==> src/rtl/ecp_pkg.sv <==
package ecp_pkg;
  typedef enum logic [2:0] {
    MODE_SW_FWD = 3'b000,
    MODE_SW_REV = 3'b001,
    MODE_HW_FWD = 3'b010,
    MODE_HW_ECP = 3'b011,
    MODE_HW_4   = 3'b100,
    MODE_HW_5   = 3'b101,
    MODE_HW_6   = 3'b110,
    MODE_HW_7   = 3'b111
  } ecp_mode_e;

  localparam int unsigned BIT_MASK = 4;
  localparam int unsigned BIT_DMA  = 3;
  localparam int unsigned BIT_SVC  = 2;

  function automatic logic is_sw_mode(input logic [2:0] m);
    return (m[2:1] == 2'b00);
  endfunction
endpackage

==> src/rtl/ecp_rst_sync.sv <==
module ecp_rst_sync #(
  parameter int unsigned STAGES = 2
) (
  input  logic clk,
  input  logic rst_n,
  output logic rst_sync_n
);
  logic [STAGES-1:0] chain_q;

  always_ff @(posedge clk or negedge rst_n) begin
    if (!rst_n) chain_q <= '0;
    else        chain_q <= {chain_q[STAGES-2:0], 1'b1};
  end

  assign rst_sync_n = chain_q[STAGES-1];
endmodule

==> src/rtl/ecp_fault_irq.sv <==
module ecp_fault_irq #(
  parameter int unsigned SYNC_STAGES = 2
) (
  input  logic clk,
  input  logic rst_n,
  input  logic fault_n,
  input  logic armed,
  input  logic unmask_wr,
  output logic fault_low,
  output logic fault_evt
);
  logic [SYNC_STAGES-1:0] sync_q;
  logic                   prev_q;
  logic                   fall;

  always_ff @(posedge clk or negedge rst_n) begin
    if (!rst_n) begin
      sync_q <= '1;
      prev_q <= 1'b1;
    end else begin
      sync_q <= {sync_q[SYNC_STAGES-2:0], fault_n};
      prev_q <= sync_q[SYNC_STAGES-1];
    end
  end

  always_comb begin
    fault_low = ~sync_q[SYNC_STAGES-1];
    fall      = prev_q & fault_low;
    fault_evt = (armed & fall) | (unmask_wr & fault_low);
  end
endmodule

==> src/rtl/ecp_mode_ctl.sv <==
module ecp_mode_ctl
  import ecp_pkg::*;
(
  input  logic       clk,
  input  logic       rst_n,
  input  logic       wr,
  input  logic [2:0] req_mode,
  input  logic       dir_req,
  input  logic       fifo_empty,
  input  logic       ctl_idle,
  output logic [2:0] mode,
  output logic       dir_rev,
  output logic       bad
);
  logic [2:0] mode_q, mode_d;
  logic       dir_q, dir_d;
  logic       bad_q, bad_d;
  logic       change, legal, drained;

  always_comb begin
    change  = wr && (req_mode != mode_q);
    drained = fifo_empty && (dir_q || ctl_idle);
    if (is_sw_mode(mode_q))        legal = 1'b1;
    else if (is_sw_mode(req_mode)) legal = drained;
    else                           legal = 1'b0;

    mode_d = mode_q;
    bad_d  = bad_q;
    if (change) begin
      if (legal) mode_d = req_mode;
      else       bad_d  = 1'b1;
    end

    dir_d = (mode_q == MODE_SW_REV) ? dir_req : dir_q;
  end

  always_ff @(posedge clk or negedge rst_n) begin
    if (!rst_n) begin
      mode_q <= MODE_SW_FWD;
      dir_q  <= 1'b0;
      bad_q  <= 1'b0;
    end else begin
      mode_q <= mode_d;
      dir_q  <= dir_d;
      bad_q  <= bad_d;
    end
  end

  assign mode    = mode_q;
  assign dir_rev = dir_q;
  assign bad     = bad_q;
endmodule

==> src/rtl/ecp_svc_flag.sv <==
module ecp_svc_flag #(
  parameter int unsigned DEPTH  = 16,
  parameter logic [3:0]  WR_THR = 4'd8,
  parameter logic [3:0]  RD_THR = 4'd8,
  localparam int unsigned LVL_W = $clog2(DEPTH + 1)
) (
  input  logic             clk,
  input  logic             rst_n,
  input  logic             wr,
  input  logic             wr_dma_en,
  input  logic             wr_svc,
  input  logic [LVL_W-1:0] level,
  input  logic             dma_tc,
  input  logic             dir_rev,
  output logic             dma_en,
  output logic             svc,
  output logic             svc_set
);
  localparam int unsigned CMP_W = (LVL_W > 4) ? LVL_W : 4;

  logic             dma_q, dma_d;
  logic             svc_q, svc_d;
  logic             cond;
  logic [CMP_W-1:0] free_c, lvl_c, wthr_c, rthr_c;

  always_comb begin
    lvl_c  = CMP_W'(level);
    free_c = CMP_W'(DEPTH) - lvl_c;
    wthr_c = CMP_W'(WR_THR);
    rthr_c = CMP_W'(RD_THR);
    if (dma_q)        cond = dma_tc;
    else if (dir_rev) cond = (lvl_c >= rthr_c);
    else              cond = (free_c >= wthr_c);

    svc_set = !wr && !svc_q && cond;
    dma_d   = wr ? wr_dma_en : dma_q;
    svc_d   = wr ? wr_svc    : (svc_q | cond);
  end

  always_ff @(posedge clk or negedge rst_n) begin
    if (!rst_n) begin
      dma_q <= 1'b0;
      svc_q <= 1'b1;
    end else begin
      dma_q <= dma_d;
      svc_q <= svc_d;
    end
  end

  assign dma_en = dma_q;
  assign svc    = svc_q;
endmodule

==> src/rtl/ecp_ctrl_reg.sv <==
module ecp_ctrl_reg
  import ecp_pkg::*;
#(
  parameter int unsigned DEPTH  = 16,
  parameter logic [3:0]  WR_THR = 4'd8,
  parameter logic [3:0]  RD_THR = 4'd8,
  localparam int unsigned LVL_W = $clog2(DEPTH + 1)
) (
  input  logic             clk,
  input  logic             rst_n,
  input  logic             reg_wr,
  input  logic [7:0]       reg_wdata,
  output logic [7:0]       reg_rdata,
  input  logic             fault_n,
  input  logic [LVL_W-1:0] fifo_level,
  input  logic             dma_tc,
  input  logic             dir_req,
  input  logic             ctl_idle,
  output logic             irq_pulse,
  output logic             dma_run,
  output logic [2:0]       mode_o,
  output logic             port_rev,
  output logic             bad_mode
);
  logic       rst_i_n;
  logic       mask_q, mask_d;
  logic       irq_q, irq_d;
  logic       fifo_full, fifo_empty;
  logic       dma_en, svc, svc_set;
  logic       fault_low, fault_evt;
  logic       in_ecp, armed, unmask_wr;
  logic [2:0] mode;
  logic       dir_rev, bad;

  ecp_rst_sync #(.STAGES(2)) u_rst (
    .clk(clk), .rst_n(rst_n), .rst_sync_n(rst_i_n)
  );

  always_comb begin
    fifo_full  = (fifo_level == LVL_W'(DEPTH));
    fifo_empty = (fifo_level == '0);
    in_ecp     = (mode == MODE_HW_ECP);
    armed      = in_ecp && !mask_q;
    unmask_wr  = in_ecp && reg_wr && mask_q && !reg_wdata[BIT_MASK];
  end

  ecp_mode_ctl u_mode (
    .clk(clk), .rst_n(rst_i_n), .wr(reg_wr), .req_mode(reg_wdata[7:5]),
    .dir_req(dir_req), .fifo_empty(fifo_empty), .ctl_idle(ctl_idle),
    .mode(mode), .dir_rev(dir_rev), .bad(bad)
  );

  ecp_fault_irq #(.SYNC_STAGES(2)) u_fault (
    .clk(clk), .rst_n(rst_i_n), .fault_n(fault_n), .armed(armed),
    .unmask_wr(unmask_wr), .fault_low(fault_low), .fault_evt(fault_evt)
  );

  ecp_svc_flag #(.DEPTH(DEPTH), .WR_THR(WR_THR), .RD_THR(RD_THR)) u_svc (
    .clk(clk), .rst_n(rst_i_n), .wr(reg_wr),
    .wr_dma_en(reg_wdata[BIT_DMA]), .wr_svc(reg_wdata[BIT_SVC]),
    .level(fifo_level), .dma_tc(dma_tc), .dir_rev(dir_rev),
    .dma_en(dma_en), .svc(svc), .svc_set(svc_set)
  );

  always_comb begin
    mask_d = reg_wr ? reg_wdata[BIT_MASK] : mask_q;
    irq_d  = fault_evt | svc_set;
  end

  always_ff @(posedge clk or negedge rst_i_n) begin
    if (!rst_i_n) begin
      mask_q <= 1'b1;
      irq_q  <= 1'b0;
    end else begin
      mask_q <= mask_d;
      irq_q  <= irq_d;
    end
  end

  assign reg_rdata = {mode, mask_q, dma_en, svc, fifo_full, fifo_empty};
  assign irq_pulse = irq_q;
  assign dma_run   = dma_en & ~svc;
  assign mode_o    = mode;
  assign port_rev  = dir_rev;
  assign bad_mode  = bad;
endmodule

==> config.mk <==
export PLATFORM = sky130hd
export DESIGN_NAME = ecp_ctrl_reg
export DESIGN_NICKNAME = d
export VERILOG_FILES = /design/src/rtl/ecp_pkg.sv /design/src/rtl/ecp_rst_sync.sv /design/src/rtl/ecp_fault_irq.sv /design/src/rtl/ecp_mode_ctl.sv /design/src/rtl/ecp_svc_flag.sv /design/src/rtl/ecp_ctrl_reg.sv
export SDC_FILE = /design/constraint.sdc
export NUM_CORES = 1
export LEC_CHECK = 0
export ABC_AREA = 1
export BUFFER_PORTS_ARGS = -buffer_cell sky130_fd_sc_hd__buf_2
export CORE_MARGIN = 2
export CORE_UTILIZATION = 35
export DETAILED_ROUTE_END_ITERATION = 7
export PLACE_DENSITY = 0.65
export SETUP_SLACK_MARGIN = 0.05
export SLEW_MARGIN = 20
export SYNTH_ARGS = -nofsm -noshare
export SYNTH_HDL_FRONTEND = slang
export SYNTH_SLANG_ARGS = --single-unit
==> constraint.sdc <==
create_clock -name clk -period 1.02 [get_ports clk]
set_clock_uncertainty 0.05 [all_clocks]
set_input_delay 0.204 -clock clk [delete_from_list [all_inputs] [get_ports clk]]
set_output_delay 0.204 -clock clk [all_outputs]
set_load 0.03 [all_outputs]
==> metrics.txt, run 1 <==
area growth from synthesis to layout 75.8%; setup violators final 22; CP endpoint kind primary output; Root Driver clkbuf_4; Worst EP arrival just under 1 ns; Async S/R FF share, synth between 90% and 100%; Post-Layout Cell Count between 150 and 200; Yosys Warn Count 0; # DRC 0; 1st-iter DRT viols 9; max_cap viols 0; Mapped Avg Cell Area between 9 and 10 sq um; RSZ-0062 raised after global routing yes; Max Buffers Root-to-Sink 2; setup ws final -0.225 ns; hold slack ~0.086 ns; routability congestion estimate from global placement 0.806; final period utilization 122%; fmax 803 MHz; sequential share of the synthesized area 47.7%; initial antenna violation count 0; Netlist Area Pre-Place roughly 750 sq um; total track usage 15.4%; H-tree levels 1; ANT nets after route 0; core area a little under 2000 sq um; Vias ~700; Finished Core Util 66.4%; initial core utilization between 30 and 40%; overall power 2.94 mW; LEAKAGE 0.654 nW; vias in the first global route 697; CP Launch Type register; final design area excluding fillers 1320 sq um; synth top area cells dfrtp_1 (30%), dfstp_2 (18%), nand2_1 (9.5%); Num CTS Buffers 3; CTS sink count 14; Post-Route WL 1.74 mm; Min-Delay Path Class in -> reg; placed cell count 143; Row Count 16; min cycle time layout 1.24 ns; violated checks negative setup slack; Die Y 50.2 microns; Filler Cell Count around 160; Ant. Diodes 0; critical path peak fanout 3; dominant cell type by area after synthesis dfrtp_1; maximum VDD drop 1.60 mV; Yosys cell types 23; Layout Nets about 160; DP Area between 900 and 1000 sq um; Yosys top cell area share a little under a third; status finished with violations; drt wl/cell about 11 microns; chip width approximately 50 microns; CTS tree built; Power Density ~2200 nW/um^2; total negative slack -3.73 ns; Main synth FF type dfrtp_1; syn_nets 104; Syn Inst Count 82; port bufs 32; Fin. Hold Viols 0; Slew Viols, Final 0; DIE AREA about 2500 sq um; CTS clock-pin slew for the worst setup and hold paths about 0.080 ns; worst endpoint required time 0.77 ns; crit path kind reg -> out; clk_lat worst skew approximately 0.27 ns; dpl hpwl 1.20 mm; DRT Pass-1 Iters 4; DR vias/cell 4.39; pre-CTS setup slack -0.484 ns; number of synthesized register bits 14; largest net degree at the start of global routing 13; first-pass GRT wire length 2.95 mm; layout cells sized above 1 61.7%; Post-synth EDFFs 0; grt total ovfl 0; I/O pin total 35
-- synth_stat cells (all sizes together), types with 2 or more instances --
master,count
nand2,19
or2,2
inv,9
dfrtp,9
nor2,5
nand3,6
buf,9
dfstp,5
ha,2
o21ai,3
xnor2,3
nand4,3
-- cell families (layout without fill, tap and decap cells) --
family	Yosys count	in the layout	synth area share (%)
AOI/OAI and AO/OA	7	7	8.03
xor gates and xnor gates	3	3	3.51
adders and majority gates	2	2	3.34
buffers and inverters	18	69	13.2
DFF	14	14	47.7
muxes	1	1	1.50
other	1	1	0.501
and+or+nand+nor	36	36	22.2
-- cell usage in the layout, fill, tap and decap left out, types with 2 or more instances in the layout --
cell,count
buf_6,24
nand2_1,18
buf_2,15
buf_4,15
inv_1,8
dfrtp_1,5
dfstp_2,5
dfrtp_2,4
nand3_1,3
nand4_1,3
clkbuf_4,3
nor2_4,2
nor2_1,2
or2_1,2
xnor2_2,2
nand3_2,2
ha_4,2
dlygate4sd3_1,2
-- sequential cells by signal, summed over array words and instances, names as in the netlist --
register and flops:
u_mode.mode 3, u_fault.prev_q 1, u_rst.chain_q 2, u_svc.dma_en 1, u_mode.dir_rev 1, u_fault.sync_q 2, u_mode.bad 1, mask_q 1
u_svc.svc 1, irq_pulse 1
-- worst max-delay path, stage by stage (launching register included) --
cell and delay [ns]:
dfstp_2 0.55, nor2_2 0.04, buf_6 0.13
-- report_power, final --
group	internal [mW]	switching [mW]	total [mW]
Sequential	0.686	0.138	0.824
Combinational	0.896	0.827	1.72
Clock	0.217	0.172	0.389
-- final cells by class --
type                    count  area [sq um]  area share (%)
flip-flops and latches     14           362            27.5
inverters                   9          36.3            2.76
multi-input cells          50           369            28.1
well taps                  27          33.8            2.57
repair buffers             56           478            36.3
clock buffers               4          36.3            2.76
-- metal layers --
| layer | vias up | share of wire, % | GRT usage [%] |
|---|---|---|---|
| li1 | 357 | - | - |
| met1 | 321 | 41 | 17.9 |
| met2 | 24 | 52 | 26.8 |
| met3 | 0 | 6.4 | 4.46 |
| met4 | 0 | 0 | 5.56 |
| met5 | - | 0 | 0 |
-- final timing paths --
kind                       cells after the start             start  slack [ns]              to
min in group asynchronous                      0  u_rst.chain_q[1]        0.15       irq_pulse
setup reg to reg                               5    u_mode.mode[2]       -0.22  u_mode.mode[1]
hold / removal                                 3      reg_wdata[4]        0.09          mask_q
hold reg to reg                                0  u_rst.chain_q[1]        0.15       irq_pulse
max in group asynchronous                      0  u_rst.chain_q[1]        0.42  u_mode.mode[2]
setup / recovery                               2         u_svc.svc       -0.22         dma_run
-- repair_timing --
item	in CTS	in global routing
pin swaps	7	8
hold buffers	2	0
setup endpoints to repair	22	22
setup buffers	8	3
hold endpoints to repair	3	0
resized for setup	44	7
No activity file was read; power rests on OpenSTA's default activity.
==> run 2, diff against run 1 <==
==> constraint.sdc (replaced) <==
create_clock -name clk -period 1.02 [get_ports clk]
set_clock_uncertainty 0.05 [all_clocks]
set_input_delay 0.153 -clock clk [delete_from_list [all_inputs] [get_ports clk]]
set_output_delay 0.153 -clock clk [all_outputs]
set_load 0.03 [all_outputs]
==> run 2 against run 1 <==
Net effect:
- the run still ends with negative setup slack left
- hold slack lost 0.048 ns
- non-clock buffer count is the same
- critical endpoint unchanged
- largest power group unchanged
- cell count is the same
- highest routed layer is now met4
==> metrics.txt, run 2 (synthesis results as in run 1) <==
# DRC 0 (unchanged); Detail Route met2 WL 981 microns (+7.7%); crit path kind reg -> out; largest net degree at the start of global routing 13 (unchanged); chip width 50.2 microns (unchanged); slowest stage delay, CP 0.57 ns (+0.02 ns); Die Y 50.2 microns (unchanged); clk_lat worst skew 0.28 ns (about the same); CTS clock-pin slew for the worst setup and hold paths 0.08 ns (about the same); worst endpoint required time 0.82 ns (+0.05 ns); DR vias/cell 4.48 (+2.0%); H-tree levels 1 (unchanged); final period utilization 120% (-2.1 points); multi-input logic area 367 sq um (-0.68%); Filler Cell Count 167 (+7.1%); met3 WL 133 microns (+19%); final design area excluding fillers 1300 sq um (-0.95%); CP endpoint kind primary output; internal power 1.80 mW (about the same); Sw Ratio 39.2% (+0.52 points); Slew Viols, Final 0 (unchanged); dpl hpwl 1.18 mm (-1.2%); drt wl/cell 11.9 microns (+9.3%); I/O pin total 35 (unchanged); initial core utilization 37.8% (unchanged); Power Density 2280 nW/um^2 (+1.9%); Min-Delay Path Class in -> reg; Fin. Hold Viols 0 (unchanged); core area 1980 sq um (unchanged); Max Buffers Root-to-Sink 2 (unchanged); vias in the first global route 726 (+4.2%); DP Area 973 sq um (-0.77%); Net Switching 1.16 mW (+2.3%); register area 362 sq um (unchanged); maximum VDD drop 1.44 mV (-10%); routability congestion estimate from global placement 0.714 (-11%); max_cap viols 0 (unchanged); status finished with violations; LEAKAGE 0.647 nW (-1.1%); first-pass GRT wire length 2.94 mm (-0.24%); Vias 716 (+2.0%); critical path peak fanout 3 (unchanged); Slowest cell on crit path dfstp_2; Clock power frac 10.9% (-2.3 points); ANT nets after route 0 (unchanged); Post-Route M1 WL 754 microns (+5.5%); CTS tree built; port bufs 32 (unchanged); fmax 817 MHz (+1.7%); violated checks negative setup slack; grt total ovfl 0 (unchanged); worst-path cell chain nor2_2 -> buf_6; Comb power frac 60.6% (+1.9 points); Row Count 16 (unchanged); initial antenna violation count 0 (unchanged); Num CTS Buffers 3 (unchanged); setup ws final -0.204 ns (+0.0211 ns); overall power 2.96 mW (+0.94%); min cycle time layout 1.22 ns (-0.0211 ns); 1st-iter DRT viols 5 (-4); Post-Route WL 1.90 mm (+9.3%); uppermost layer routed met4; commonest non-fill, non-tap cell in the layout buf_6; total track usage 15.6% (+0.16 points); area growth from synthesis to layout 74.1%; layout cells sized above 1 62.4% (+0.75 points); CTS sink count 14 (unchanged); most frequent cells in the layout buf_6 (24), nand2_1 (18), buf_2 (15), buf_4 (15), inv_1 (7); DIE AREA 2520 sq um (unchanged); Root Driver clkbuf_4; CP Launch Type register; Layout Nets 156 (unchanged); Worst EP arrival 1.02 ns (+0.03 ns); DRT Pass-1 Iters 2 (-2); Seq pwr share 28.5% (+0.4 points); RSZ-0062 raised after global routing yes; Ant. Diodes 0 (unchanged); max reg flops 3 (unchanged); setup violators final 20 (-9.1%)
==> run 2: cell counts in the layout (fill, tap and decap cells not counted) <==
No cell type changed its count.
==> run 2: repair_timing <==
item | 4_1_cts | 5_1_grt
gates resized for setup | 44 | 9
cloned | 0 | 0
buffers inserted | 10 | 2
endpoints found under the setup margin | 22 | 22
pin swaps | 13 | 5
hold buffers | 2 | 0
hold endpoints to repair | 3 | 0
==> run 2: power by group through the flow <==
stage	Clock, mW	Combinational, mW	Sequential [mW]
floorplan	0	0.605	0.998
global placement	0	1.03	0.854
detailed placement	0	1.05	0.860
CTS	0.335	1.71	0.841
global route	0.360	1.90	0.862
finish	0.323	1.80	0.844
==> run 2: final cells by class <==
cell class | instances | share of cell area (%)
inverter | 9 | 2.79
clock buffer | 4 | 2.02
sequential | 14 | 27.8
timing repair buffer | 56 | 36.7
multi-input combinational | 50 | 28.1
tap | 27 | 2.59
==> run 2: worst paths after layout <==
path	from	endpoint	slack (ns)	cells past startpoint
min in group asynchronous	u_rst.chain_q[1]	irq_pulse	0.13	0
worst max-delay path	u_svc.svc	dma_run	-0.20	2
max in group asynchronous	u_rst.chain_q[1]	u_fault.prev_q	0.43	0
worst max register to register	u_mode.mode[1]	u_mode.bad	-0.19	5
worst min register to register	u_rst.chain_q[1]	irq_pulse	0.13	0
worst min-delay path	reg_wdata[3]	u_svc.dma_en	0.04	3
==> run 2: through the flow <==
step | TNS, ns | setup slack, ns | hold WS, ns | utilization (%) | std cells
after floorplan | -1.11 | -0.212 | -0.193 | - | 82
after global placement | -2.34 | -0.371 | -0.112 | 49.1 | 142
after detailed placement | -2.58 | -0.428 | -0.110 | 49.1 | 142
after CTS | -2.76 | -0.200 | 0.0289 | 63.1 | 158
after global routing | -3.64 | -0.259 | 0.0393 | 65.7 | 160
final | -2.66 | -0.204 | 0.0379 | 65.7 | 160
==> run 2: worst max-delay path: cells and delay by family (launching register included) <==
kind / cells / cell delay (ns)
DFF: 1 / 0.57
and+or+nand+nor: 1 / 0.05
buffers and inverters: 1 / 0.13
==> run 2: routing by layer <==
metal / GRT usage (%) / up-vias
li1: - / 355
met2: 27.9 / 31
met5: 0 / -
met4: 5.56 / 0
met1: 17.2 / 326
met3: 4.76 / 4
